==> src/rtl/periph_guard_pkg.sv <==
package periph_guard_pkg;

  localparam int NFLT    = 3;
  localparam int FB_PRIV = 0;
  localparam int FB_SEC  = 1;
  localparam int FB_INST = 2;

  // bit 2 = fetch, bit 1 = security, bit 0 = privilege
  typedef struct packed {
    logic inst;
    logic sec;
    logic priv;
  } fault_t;

endpackage

==> src/rtl/pg_attr_bank.sv <==
module pg_attr_bank #(
  parameter int NB     = 2,
  parameter int BW     = 32,
  parameter int IDX_W  = 6,
  parameter int BSEL_W = 1
) (
  input  logic              clk,
  input  logic              rst,
  input  logic              wr_en,
  input  logic [BSEL_W-1:0] wr_bank,
  input  logic [BW-1:0]     wr_data,
  input  logic [IDX_W-1:0]  rd_idx,
  output logic              rd_bit,
  output logic [NB*BW-1:0]  flat
);

  for (genvar b = 0; b < NB; b++) begin : g_bank
    logic [BW-1:0] word_q;
    always_ff @(posedge clk) begin
      if (rst)
        word_q <= '1;
      else if (wr_en && (wr_bank == BSEL_W'(b)))
        word_q <= wr_data;
    end
    assign flat[b*BW +: BW] = word_q;
  end

  assign rd_bit = flat[rd_idx];

endmodule

==> src/rtl/pg_fault_eval.sv <==
module pg_fault_eval
  import periph_guard_pkg::*;
(
  input  logic   req_secure,
  input  logic   req_priv,
  input  logic   req_fetch,
  input  logic   tgt_secure,
  input  logic   tgt_priv,
  output fault_t hit
);

  always_comb begin
    hit.priv = tgt_priv & ~req_priv;
    hit.sec  = tgt_secure ^ req_secure;
    hit.inst = req_fetch;
  end

endmodule

==> src/rtl/pg_fault_log.sv <==
module pg_fault_log
  import periph_guard_pkg::*;
#(
  parameter int IDX_W = 6
) (
  input  logic             clk,
  input  logic             rst,
  input  logic             evt,
  input  fault_t           hit,
  input  logic [IDX_W-1:0] evt_idx,
  input  logic             clr_en,
  input  logic [NFLT-1:0]  clr_mask,
  input  logic             en_we,
  input  logic [NFLT-1:0]  en_wdata,
  output fault_t           flags_q,
  output logic [IDX_W-1:0] id_q,
  output logic [NFLT-1:0]  en_q,
  output logic             irq_sec,
  output logic             irq_prv
);

  logic idle;
  assign idle = (flags_q == '0);

  always_ff @(posedge clk) begin
    if (rst) begin
      flags_q <= '0;
      id_q    <= '0;
    end else if (idle) begin
      if (evt && (hit != '0)) begin
        flags_q <= hit;
        id_q    <= evt_idx;
      end
    end else if (clr_en) begin
      flags_q <= flags_q & ~fault_t'(clr_mask);
    end
  end

  always_ff @(posedge clk) begin
    if (rst)
      en_q <= '0;
    else if (en_we)
      en_q <= en_wdata;
  end

  always_ff @(posedge clk) begin
    if (rst) begin
      irq_sec <= 1'b0;
      irq_prv <= 1'b0;
    end else begin
      irq_sec <= flags_q.sec & en_q[FB_SEC];
      irq_prv <= (flags_q.priv & en_q[FB_PRIV]) | (flags_q.inst & en_q[FB_INST]);
    end
  end

endmodule

==> src/rtl/periph_guard.sv <==
module periph_guard
  import periph_guard_pkg::*;
#(
  parameter int IDX_W  = 6,
  parameter int BANK_W = 32,
  parameter int DATA_W = 32,
  parameter int ADDR_W = 4
) (
  input  logic              clk,
  input  logic              rst,
  input  logic              txn_valid,
  input  logic              txn_write,
  input  logic [IDX_W-1:0]  txn_idx,
  input  logic [DATA_W-1:0] txn_wdata,
  input  logic              txn_secure,
  input  logic              txn_priv,
  input  logic              txn_fetch,
  output logic              fwd_valid,
  output logic              fwd_write,
  output logic [IDX_W-1:0]  fwd_idx,
  output logic [DATA_W-1:0] fwd_wdata,
  output logic              deny_valid,
  output logic [DATA_W-1:0] deny_rdata,
  input  logic              cfg_we,
  input  logic              cfg_re,
  input  logic [ADDR_W-1:0] cfg_addr,
  input  logic [DATA_W-1:0] cfg_wdata,
  output logic [DATA_W-1:0] cfg_rdata,
  output logic              irq_secure,
  output logic              irq_priv
);

  localparam int NPERIPH = 2 ** IDX_W;
  localparam int NB      = NPERIPH / BANK_W;
  localparam int BSEL_W  = (NB > 1) ? $clog2(NB) : 1;
  localparam logic [ADDR_W-1:0] A_PRIV0 = ADDR_W'(NB);
  localparam logic [ADDR_W-1:0] A_FLAGS = ADDR_W'(2 * NB);
  localparam logic [ADDR_W-1:0] A_CLR   = ADDR_W'(2 * NB + 1);
  localparam logic [ADDR_W-1:0] A_EN    = ADDR_W'(2 * NB + 2);
  localparam logic [ADDR_W-1:0] A_ID    = ADDR_W'(2 * NB + 3);

  logic                sec_we, priv_we;
  logic [BSEL_W-1:0]   sec_bank, priv_bank;
  logic                tgt_secure, tgt_priv;
  logic [NB*BANK_W-1:0] sec_flat, priv_flat;
  fault_t              txn_hit;
  fault_t              flags_q;
  logic [IDX_W-1:0]    fault_id_q;
  logic [NFLT-1:0]     irq_en_q;
  logic                clr_req, en_req;
  logic [ADDR_W-1:0]   priv_off;

  // register decode
  assign sec_we    = cfg_we && (cfg_addr < A_PRIV0);
  assign priv_we   = cfg_we && (cfg_addr >= A_PRIV0) && (cfg_addr < A_FLAGS);
  assign priv_off  = cfg_addr - A_PRIV0;
  assign sec_bank  = BSEL_W'(cfg_addr);
  assign priv_bank = BSEL_W'(priv_off);
  assign clr_req   = cfg_we && (cfg_addr == A_CLR);
  assign en_req    = cfg_we && (cfg_addr == A_EN);

  pg_attr_bank #(.NB(NB), .BW(BANK_W), .IDX_W(IDX_W), .BSEL_W(BSEL_W)) u_sec (
    .clk     (clk),
    .rst     (rst),
    .wr_en   (sec_we),
    .wr_bank (sec_bank),
    .wr_data (cfg_wdata[BANK_W-1:0]),
    .rd_idx  (txn_idx),
    .rd_bit  (tgt_secure),
    .flat    (sec_flat)
  );

  pg_attr_bank #(.NB(NB), .BW(BANK_W), .IDX_W(IDX_W), .BSEL_W(BSEL_W)) u_priv (
    .clk     (clk),
    .rst     (rst),
    .wr_en   (priv_we),
    .wr_bank (priv_bank),
    .wr_data (cfg_wdata[BANK_W-1:0]),
    .rd_idx  (txn_idx),
    .rd_bit  (tgt_priv),
    .flat    (priv_flat)
  );

  pg_fault_eval u_eval (
    .req_secure (txn_secure),
    .req_priv   (txn_priv),
    .req_fetch  (txn_fetch),
    .tgt_secure (tgt_secure),
    .tgt_priv   (tgt_priv),
    .hit        (txn_hit)
  );

  pg_fault_log #(.IDX_W(IDX_W)) u_log (
    .clk      (clk),
    .rst      (rst),
    .evt      (txn_valid),
    .hit      (txn_hit),
    .evt_idx  (txn_idx),
    .clr_en   (clr_req),
    .clr_mask (cfg_wdata[NFLT-1:0]),
    .en_we    (en_req),
    .en_wdata (cfg_wdata[NFLT-1:0]),
    .flags_q  (flags_q),
    .id_q     (fault_id_q),
    .en_q     (irq_en_q),
    .irq_sec  (irq_secure),
    .irq_prv  (irq_priv)
  );

  // forward or answer locally
  always_ff @(posedge clk) begin
    if (rst) begin
      fwd_valid  <= 1'b0;
      fwd_write  <= 1'b0;
      fwd_idx    <= '0;
      fwd_wdata  <= '0;
      deny_valid <= 1'b0;
      deny_rdata <= '0;
    end else begin
      fwd_valid  <= txn_valid && (txn_hit == '0);
      deny_valid <= txn_valid && (txn_hit != '0);
      deny_rdata <= '0;
      if (txn_valid && (txn_hit == '0)) begin
        fwd_write <= txn_write;
        fwd_idx   <= txn_idx;
        fwd_wdata <= txn_wdata;
      end
    end
  end

  // registered read port
  always_ff @(posedge clk) begin
    if (rst) begin
      cfg_rdata <= '0;
    end else if (cfg_re) begin
      if (cfg_addr < A_PRIV0)
        cfg_rdata <= DATA_W'(sec_flat[int'(cfg_addr)*BANK_W +: BANK_W]);
      else if (cfg_addr < A_FLAGS)
        cfg_rdata <= DATA_W'(priv_flat[int'(priv_off)*BANK_W +: BANK_W]);
      else if (cfg_addr == A_FLAGS)
        cfg_rdata <= DATA_W'(flags_q);
      else if (cfg_addr == A_EN)
        cfg_rdata <= DATA_W'(irq_en_q);
      else if (cfg_addr == A_ID)
        cfg_rdata <= DATA_W'(fault_id_q);
      else
        cfg_rdata <= '0;
    end
  end

endmodule

==> config.mk <==
export PLATFORM = sky130hd
export DESIGN_NAME = periph_guard
export DESIGN_NICKNAME = d
export VERILOG_FILES = /design/src/rtl/periph_guard_pkg.sv /design/src/rtl/pg_attr_bank.sv /design/src/rtl/pg_fault_eval.sv /design/src/rtl/pg_fault_log.sv /design/src/rtl/periph_guard.sv
export SDC_FILE = /design/constraint.sdc
export NUM_CORES = 1
export LEC_CHECK = 0
export ABC_AREA = 1
export CAP_MARGIN = 40
export CORE_AREA = 2 2 174 176
export DETAILED_ROUTE_END_ITERATION = 10
export DIE_AREA = 0 0 176 178
export DONT_BUFFER_PORTS = 1
export SKIP_LAST_GASP = 1
export SYNTH_ARGS = -nofsm -noshare
export SYNTH_HDL_FRONTEND = slang
export SYNTH_SLANG_ARGS = --single-unit
==> constraint.sdc <==
create_clock -name clk -period 2.3 [get_ports clk]
set_input_delay 0.23 -clock clk [delete_from_list [all_inputs] [get_ports clk]]
set_output_delay 0.23 -clock clk [all_outputs]
set_load 0.005 [all_outputs]
==> impl_results.md, run 1 <==
* Unrepaired setup endpoints after global routing: no
* Worst Setup SP: u_priv.g_bank[0].word_q[17]
* Total track usage at between 20% and 30%
* CTS tree: yes
* Post-synthesis mux area share at 0%
* Initial Utilization at between 30% and 40%
* Min cycle time layout at about 2.0 ns
* Xor and xnor fraction of the mapped netlist area at 0%
* WHS Path Cells at 3
* Worst setup EP type: register
* Total gr overflow at 0
* Critical path buffers and inverters at 3
* Area Growth Syn to Fin at 20.5%
* Final Max Tran Viols at 0
* Compound-Gate Fraction of Synth Area at between 10% and 20%
* Num rows at between 60 and 70
* Power Density at roughly 740 nW/µm²
* Status: complete, no violations
* Sequential share of the synthesized area at a little over two fifths
* Simple-gate share of the synthesized area at 32.8%
* Crit path max-delay family: simple AND/OR/NAND/NOR gates
* GPL Wtd Cong at just under 0.9
* Maxcap violations at 0
* Drt drc at 0
* Die height at roughly 180 µm
* Fmax at a little over 500 MHz
* Worst vdd ir at about 0.51 mV
* Final hold vios at 0
* Post-route setup TNS at 0 ns
* Crit Path Category: reg -> reg
* Hpwl dp at around 21,000 µm
* I/O Pins at 190
* Main combinational cell family by area after synthesis: simple AND/OR/NAND/NOR gates
* Yosys warnings at 0
* RR Startpoint: u_priv.g_bank[0].word_q[17]
* Synthesized cell area at 10,200 µm²
* Critical-path cell list: nand2_1 > nand3_1 > nand3_1 > nand2_1 > nand2_1 > nand3_1 > nand3_1 > nand2_2 > a21oi_4 > buf_4 > nand3_2 > inv_2 > buf_12 > nand2_1 > a21oi_1
* Worst r2r path cells at 15
* # H-tree levels at 1
* Hold path endpoint: cfg_rdata[8]
* Clk_lat worst skew at between 0.5 and 0.6 ns
* Iter 0 DRT Violations at 777
* Endpoints failing setup at 0
* DIE AREA at 31,300 µm²
* Max-slew headroom at roughly three fifths
* Critical Path Fanout Max at 35
* Placed Cells at 1,844
* Final std cells w/o fill at between 1,500 and 2,000
* Hold_sp: cfg_re
* #FFs+latches synth at 215
* Clock Skews at between 0.01 and 0.015 ns
* IO Port Bufs at 0
* Largest net degree at the start of global routing at roughly 120
* CTS buffer count at 26
* Worst EP arrival at 2.43 ns
* CP required at approximately 2.8 ns
* Crit path max-delay cell type: dfxtp_1
* Antenna Nets Post-Route at 0
* TritonRoute pass-1 iters at 5
* Synth cell types at 27
* Post-synthesis adder-cell area fraction at less than 1%
* Nets@finish at 1,653
* Core area at between 20,000 and 30,000 µm²
* Vias in the first global route at around 9,700
* Post-DR vias/cell at a little over 5
* Final worst-path cycle share at 86.1%
* Worst R2R End: fwd_wdata[30]
* Final wirelength at roughly 34,000 µm
* Num Clock Sinks at about 220
* Die width at approximately 180 µm
* Slew @ Worst Pin at ~0.57 ns
* First-pass GRT wire length at 52,800 µm
* Share of cells above drive strength 1 at between 10% and 20%
* Root Buffer: clkbuf_16
* Clock transition at the registers of the reported paths at approximately 0.060 ns
* Mean routed wirelength per cell at about 17 µm
* Clock Tree Buf Depth at 3
* Via count at slightly above 10,000
* Static leakage at roughly 6 nW
* Syn_area_per_cell at about 6.7 µm²
* CP Launch Type: register
* Initial antenna violation count at 2
* Flop-to-flop setup slack at 0.32 ns
* Hold crit path type: in -> reg
* Synth Instances at roughly 1,500
* Delay of the slowest critical-path stage at between 0.3 and 0.4 ns
==> routing by layer <==
layer | part of all wire (%) | up-vias | wire length [µm] | track usage (%)
met2 | 46 | 415 | 15500 | 35.5
met3 | 7.2 | 50 | 2430 | 4.20
li1 | - | 4981 | - | -
met1 | 44 | 4791 | 14900 | 27.2
met4 | 2.4 | 0 | 804 | 5.61
met5 | 0 | - | 0 | 0
==> cells in the mapped netlist, drive strengths merged <==
master	n	area share (%)
nor2	22	0.81
o221ai	3	0.26
clkbuf	74	2.7
conb	1	0.037
a21oi	88	4.3
o31ai	1	0.074
nand2	578	21
ha	1	0.12
nand3	200	9.9
a31o	24	2.1
dfxtp	215	42
nor3	5	0.24
nor4	3	0.18
buf	64	4.0
or2	4	0.24
nand4	3	0.18
o211ai	28	2.1
inv	104	3.8
a31oi	3	0.18
o21ai	109	5.3
clkinv	2	0.074
==> kinds of logic (layout without fill, tap and decap cells) <==
logic type	count (synthesis)	count (layout)
AOI/OAI and AO/OA	256	256
adders and majority gates	1	1
buffers and inverters	244	265
DFF	215	215
other	1	34
and+or+nand+nor	815	815
==> per-stage QoR <==
step / cell area [µm²] / setup slack (ns) / total power, mW / hold slack, ns / util, %
3_5_place_dp: 10500 / 0.182 / 4.87 / 0.328 / 35.5
6_report: 12300 / 0.319 / 9.09 / 0.0149 / 41.9
5_1_grt: 12300 / 0.145 / 9.45 / 0.0295 / 41.9
2_1_floorplan: 10300 / 0.331 / 4.75 / 0.343 / -
4_1_cts: 12100 / 0.0374 / 9.13 / 0.00219 / 41.3
3_3_place_gp: 10500 / 0.238 / 4.86 / 0.322 / 35.5
==> how the worst max path moves through the flow <==
stage	to	slack [ns]	cells after the start
2_1_floorplan	u_log.flags_q[0]	0.33	17
3_3_place_gp	u_log.flags_q[0]	0.24	17
3_5_place_dp	fwd_wdata[17]	0.18	17
4_1_cts	u_log.id_q[4]	0.04	16
5_1_grt	fwd_wdata[29]	0.15	15
6_report	fwd_wdata[30]	0.32	15
==> worst min-delay path, cell delays in order <==
cell and delay, ns:
o21ai_0 0.14, a31o_2 0.10, inv_1 0.03
==> registers in the layout, summed over array words and instances (netlist names) <==
name and flops:
fwd_idx 6, u_log.irq_prv 1, u_log.en_q 3, u_log.id_q 6, deny_valid 1, u_priv.g_bank.word_q 64
u_log.irq_sec 1, u_log.flags_q 3, fwd_wdata 32, fwd_valid 1, u_sec.g_bank.word_q 64, fwd_write 1
cfg_rdata 32
==> where the power goes <==
part | switching, mW | internal, mW
Clock | 1.62 | 2.45
Sequential | 0.109 | 3.87
Combinational | 0.622 | 0.419
Total | 2.35 | 6.74
==> cell usage in the layout, fill, tap and decap left out, types with 7 or more instances in the layout <==
cell type / Yosys / routed
buf_12: 0 / 8
dfxtp_2: 0 / 37
a21oi_1: 87 / 87
clkbuf_1: 74 / 7
inv_1: 102 / 102
buf_4: 35 / 25
nand2_2: 0 / 8
conb_1: 1 / 32
dfxtp_1: 215 / 177
nor2_1: 22 / 21
nand3_1: 198 / 186
nand3_2: 2 / 14
a31o_2: 24 / 24
o21ai_0: 109 / 109
o211ai_1: 28 / 28
nand2_1: 578 / 570
clkbuf_16: 0 / 27
dlygate4sd3_1: 0 / 82
==> layout make-up <==
class	instances	area (µm²)
fill	3040	17100
multi-input combinational	1104	5040
sequential	215	4350
timing repair buffer	116	1200
clock buffer	37	743
tap	390	488
inverter	106	400
clock inverter	6	83.8
antenna	2	5.00
==> repair_timing <==
action                                  in CTS  in global routing
endpoints found under the hold margin      215                  1
gates resized for setup                      0                 60
hold buffers                                84                  1
endpoints found under the setup margin       0                  1
buffers inserted                             0                  3
Power figures use the tool's default switching activity.
==> run 2, diff against run 1 <==
--- a/config.mk
+++ b/config.mk
@@ -6,11 +6,12 @@
 export NUM_CORES = 1
 export LEC_CHECK = 0
 export ABC_AREA = 1
+export BUFFER_PORTS_ARGS = -buffer_cell sky130_fd_sc_hd__clkbuf_2
 export CAP_MARGIN = 40
 export CORE_AREA = 2 2 174 176
 export DETAILED_ROUTE_END_ITERATION = 10
 export DIE_AREA = 0 0 176 178
-export DONT_BUFFER_PORTS = 1
+export SETUP_SLACK_MARGIN = 0.05
 export SKIP_LAST_GASP = 1
 export SYNTH_ARGS = -nofsm -noshare
 export SYNTH_HDL_FRONTEND = slang
==> impl_results.md, run 2 (synthesis gave the netlist of run 1 again) <==
* Final Core Density at 43.7% (was 41.9%)
* Core area at 29,400 µm² (unchanged)
* Largest net degree at the start of global routing at 114 (was 116)
* Via count at 10,571 (was 10,237)
* Critical Path Fanout Max at 14 (was 35)
* Ant. Diodes at 0 (was 2)
* Post-DR vias/cell at 4.98 (was 5.18)
* Initial antenna violation count at 0 (was 2)
* Clock transition at the registers of the reported paths at 0.07 ns (was 0.06 ns)
* First-pass GRT wire length at 52,400 µm (was 52,800 µm)
* CP Launch Type: register (unchanged)
* Final Max Tran Viols at 0 (unchanged)
* Final hold vios at 0 (unchanged)
* Share of cells above drive strength 1 at 16.1% (was 10.4%)
* Postcts setup bufs at 0 (unchanged)
* IO Port Bufs at 157 (was 0)
* GPL Wtd Cong at 0.874 (was 0.864)
* Flop-to-flop setup slack at 0.31 ns (was 0.32 ns)
* Post-route setup TNS at 0 ns (unchanged)
* Worst slack, placed at 0.0189 ns (was 0.182 ns)
* Initial Utilization at 34.7% (unchanged)
* Num rows at 63 (unchanged)
* Delay of the slowest critical-path stage at 0.39 ns (was 0.31 ns)
* Crit Path Category: reg -> reg (unchanged)
* Most common cell after layout, fill and taps aside: nand2_1 (unchanged)
* Max-slew headroom at 40.0% (was 61.8%)
* Status: complete, no violations (unchanged)
* Die width at 176 µm (unchanged)
* Min cycle time layout at 1.99 ns (was 1.98 ns)
* Worst vdd ir at 0.477 mV (was 0.515 mV)
* Placed Cells at 2,021 (was 1,844)
* Final std cells w/o fill at 2,124 (was 1,976)
* Drt drc at 0 (unchanged)
* Slew @ Worst Pin at 0.901 ns (was 0.570 ns)
* Design area at 12,800 µm² (was 12,300 µm²)
* Vias in the first global route at 9,889 (was 9,659)
* Hpwl dp at 22,600 µm (was 21,000 µm)
* Worst r2r path cells at 15 (unchanged)
* Most frequent cells in the layout: nand2_1, dfxtp_1, nand3_1 (was nand2_1, nand3_1, dfxtp_1)
* Area Growth Syn to Fin at 25.7% (was 20.5%)
* Hold Slack at 0.0131 ns (was 0.0149 ns)
* Final wirelength at 32,800 µm (was 33,600 µm)
* Critical-path cell list: nand2_1 > nand3_1 > nand3_1 > nand2_1 > nand2_1 > nand3_1 > nand2_1 > nand2_1 > nand2_1 > nand2_1 > nand2_1 > nand2_1 > nand3_2 > a21oi_1 > nor2_1 (was nand2_1 > nand3_1 > nand3_1 > nand2_1 > nand2_1 > nand3_1 > nand3_1 > nand2_2 > a21oi_4 > buf_4 > nand3_2 > inv_2 > buf_12 > nand2_1 > a21oi_1)
* Antenna Nets Post-Route at 0 (unchanged)
* Largest registers: u_priv.g_bank.word_q: 64 flops, u_sec.g_bank.word_q: 64 flops (unchanged)
* CTS buffer count at 25 (was 26)
* TritonRoute pass-1 iters at 6 (was 5)
* Static leakage at 6.61 nW (was 5.96 nW)
* Worst Setup SP: u_sec.g_bank[1].word_q[27] (was u_priv.g_bank[0].word_q[17])
* Worst setup endpoint: u_log.flags_q[0] (was fwd_wdata[30])
* CP dominant cell by count: nand2_1
* Crit path max-delay cell type: dfxtp_1 (unchanged)
* Die height at 178 µm (unchanged)
* Worst EP arrival at 2.40 ns (was 2.43 ns)
* Maxcap violations at 0 (unchanged)
* Root Buffer: clkbuf_16 (unchanged)
* Clock Tree Buf Depth at 3 (unchanged)
* Total gr overflow at 0 (unchanged)
* I/O Pins at 190 (unchanged)
* Worst R2R End: u_log.flags_q[0] (was fwd_wdata[30])
* Unrepaired setup endpoints after global routing: no (unchanged)
* Pwr Total at 9.14 mW (was 9.09 mW)
* Endpoints failing setup at 0 (unchanged)
* RR Startpoint: u_sec.g_bank[1].word_q[27] (was u_priv.g_bank[0].word_q[17])
* Total track usage at 20.7% (was 20.9%)
* DIE AREA at 31,300 µm² (unchanged)
* Placed cell area at 11,400 µm² (was 10,500 µm²)
* Final worst-path cycle share at 86.5% (was 86.1%)
* Num Clock Sinks at 215 (unchanged)
* CTS tree: yes (unchanged)
* Mean routed wirelength per cell at 15.5 µm (was 17.0 µm)
* Power Density at 711 nW/µm² (was 738 nW/µm²)
* Fmax at 503 MHz (was 505 MHz)
* # H-tree levels at 1 (unchanged)
* Setup WS post-layout at 0.310 ns (was 0.319 ns)
* Iter 0 DRT Violations at 893 (was 777)
* CP required at 2.71 ns (was 2.75 ns)
* Clock Skews at 0.0157 ns (was 0.0112 ns)
* Hold crit path type: in -> reg (unchanged)
* Worst setup EP type: register (unchanged)
* Nets@finish at 1,801 (was 1,653)
* Clk_lat worst skew at 0.52 ns (was 0.53 ns)
## run 2: cell types whose count changed in the layout (fill, tap and decap cells not counted), sizes merged, moves of 2 or more
cell	change
buf	+16
clkbuf	+150
clkinv	+4
clkinvlp	+3
diode	-2
dlygate4sd3	-23
## run 2: report_power, final
group	switching, mW	internal [mW]
clock network	1.61	2.34
logic	0.734	0.489
registers	0.0936	3.87
total	2.44	6.70
## run 2: layout make-up
type | count | area (µm²)
clock buffer | 31 | 648
clock inverter | 13 | 155
fill | 2990 | 16600
inverter | 106 | 400
multi-input combinational | 1104 | 4950
sequential | 215 | 4300
tap | 390 | 488
timing repair buffer | 265 | 1890
## run 2: routing by layer
metal,global-route usage [%],part of all wire (%)
met3,3.26,6.5
met2,34.5,45
met1,27.6,45
met4,6.27,2.7
met5,0,0
## run 2: how the worst min path moves through the flow
stage	start	end	slack (ns)	depth (start not counted)
2_1_floorplan	cfg_wdata[0]	u_priv.g_bank[0].word_q[0]	0.34	2
3_3_place_gp	fwd_wdata[16]	fwd_wdata[16]	0.45	2
3_5_place_dp	u_log.en_q[1]	u_log.irq_sec	0.46	2
4_1_cts	cfg_wdata[31]	u_sec.g_bank[1].word_q[31]	0.0007	3
5_1_grt	cfg_wdata[31]	u_sec.g_bank[1].word_q[31]	0.0004	3
6_report	cfg_wdata[31]	u_sec.g_bank[1].word_q[31]	0.01	3
## run 2: timing repair
action                                 in CTS  in global routing
endpoints found under the hold margin     103                  0
hold buffers                               59                  0
resized for setup                           0                  0
setup endpoints to repair                   0                  0
## run 2: critical path, delay by kind of cell (launching register included)
family          cells  cell delay (ns)
flops               1             0.39
compound gates      1             0.23
simple gates       14             1.25
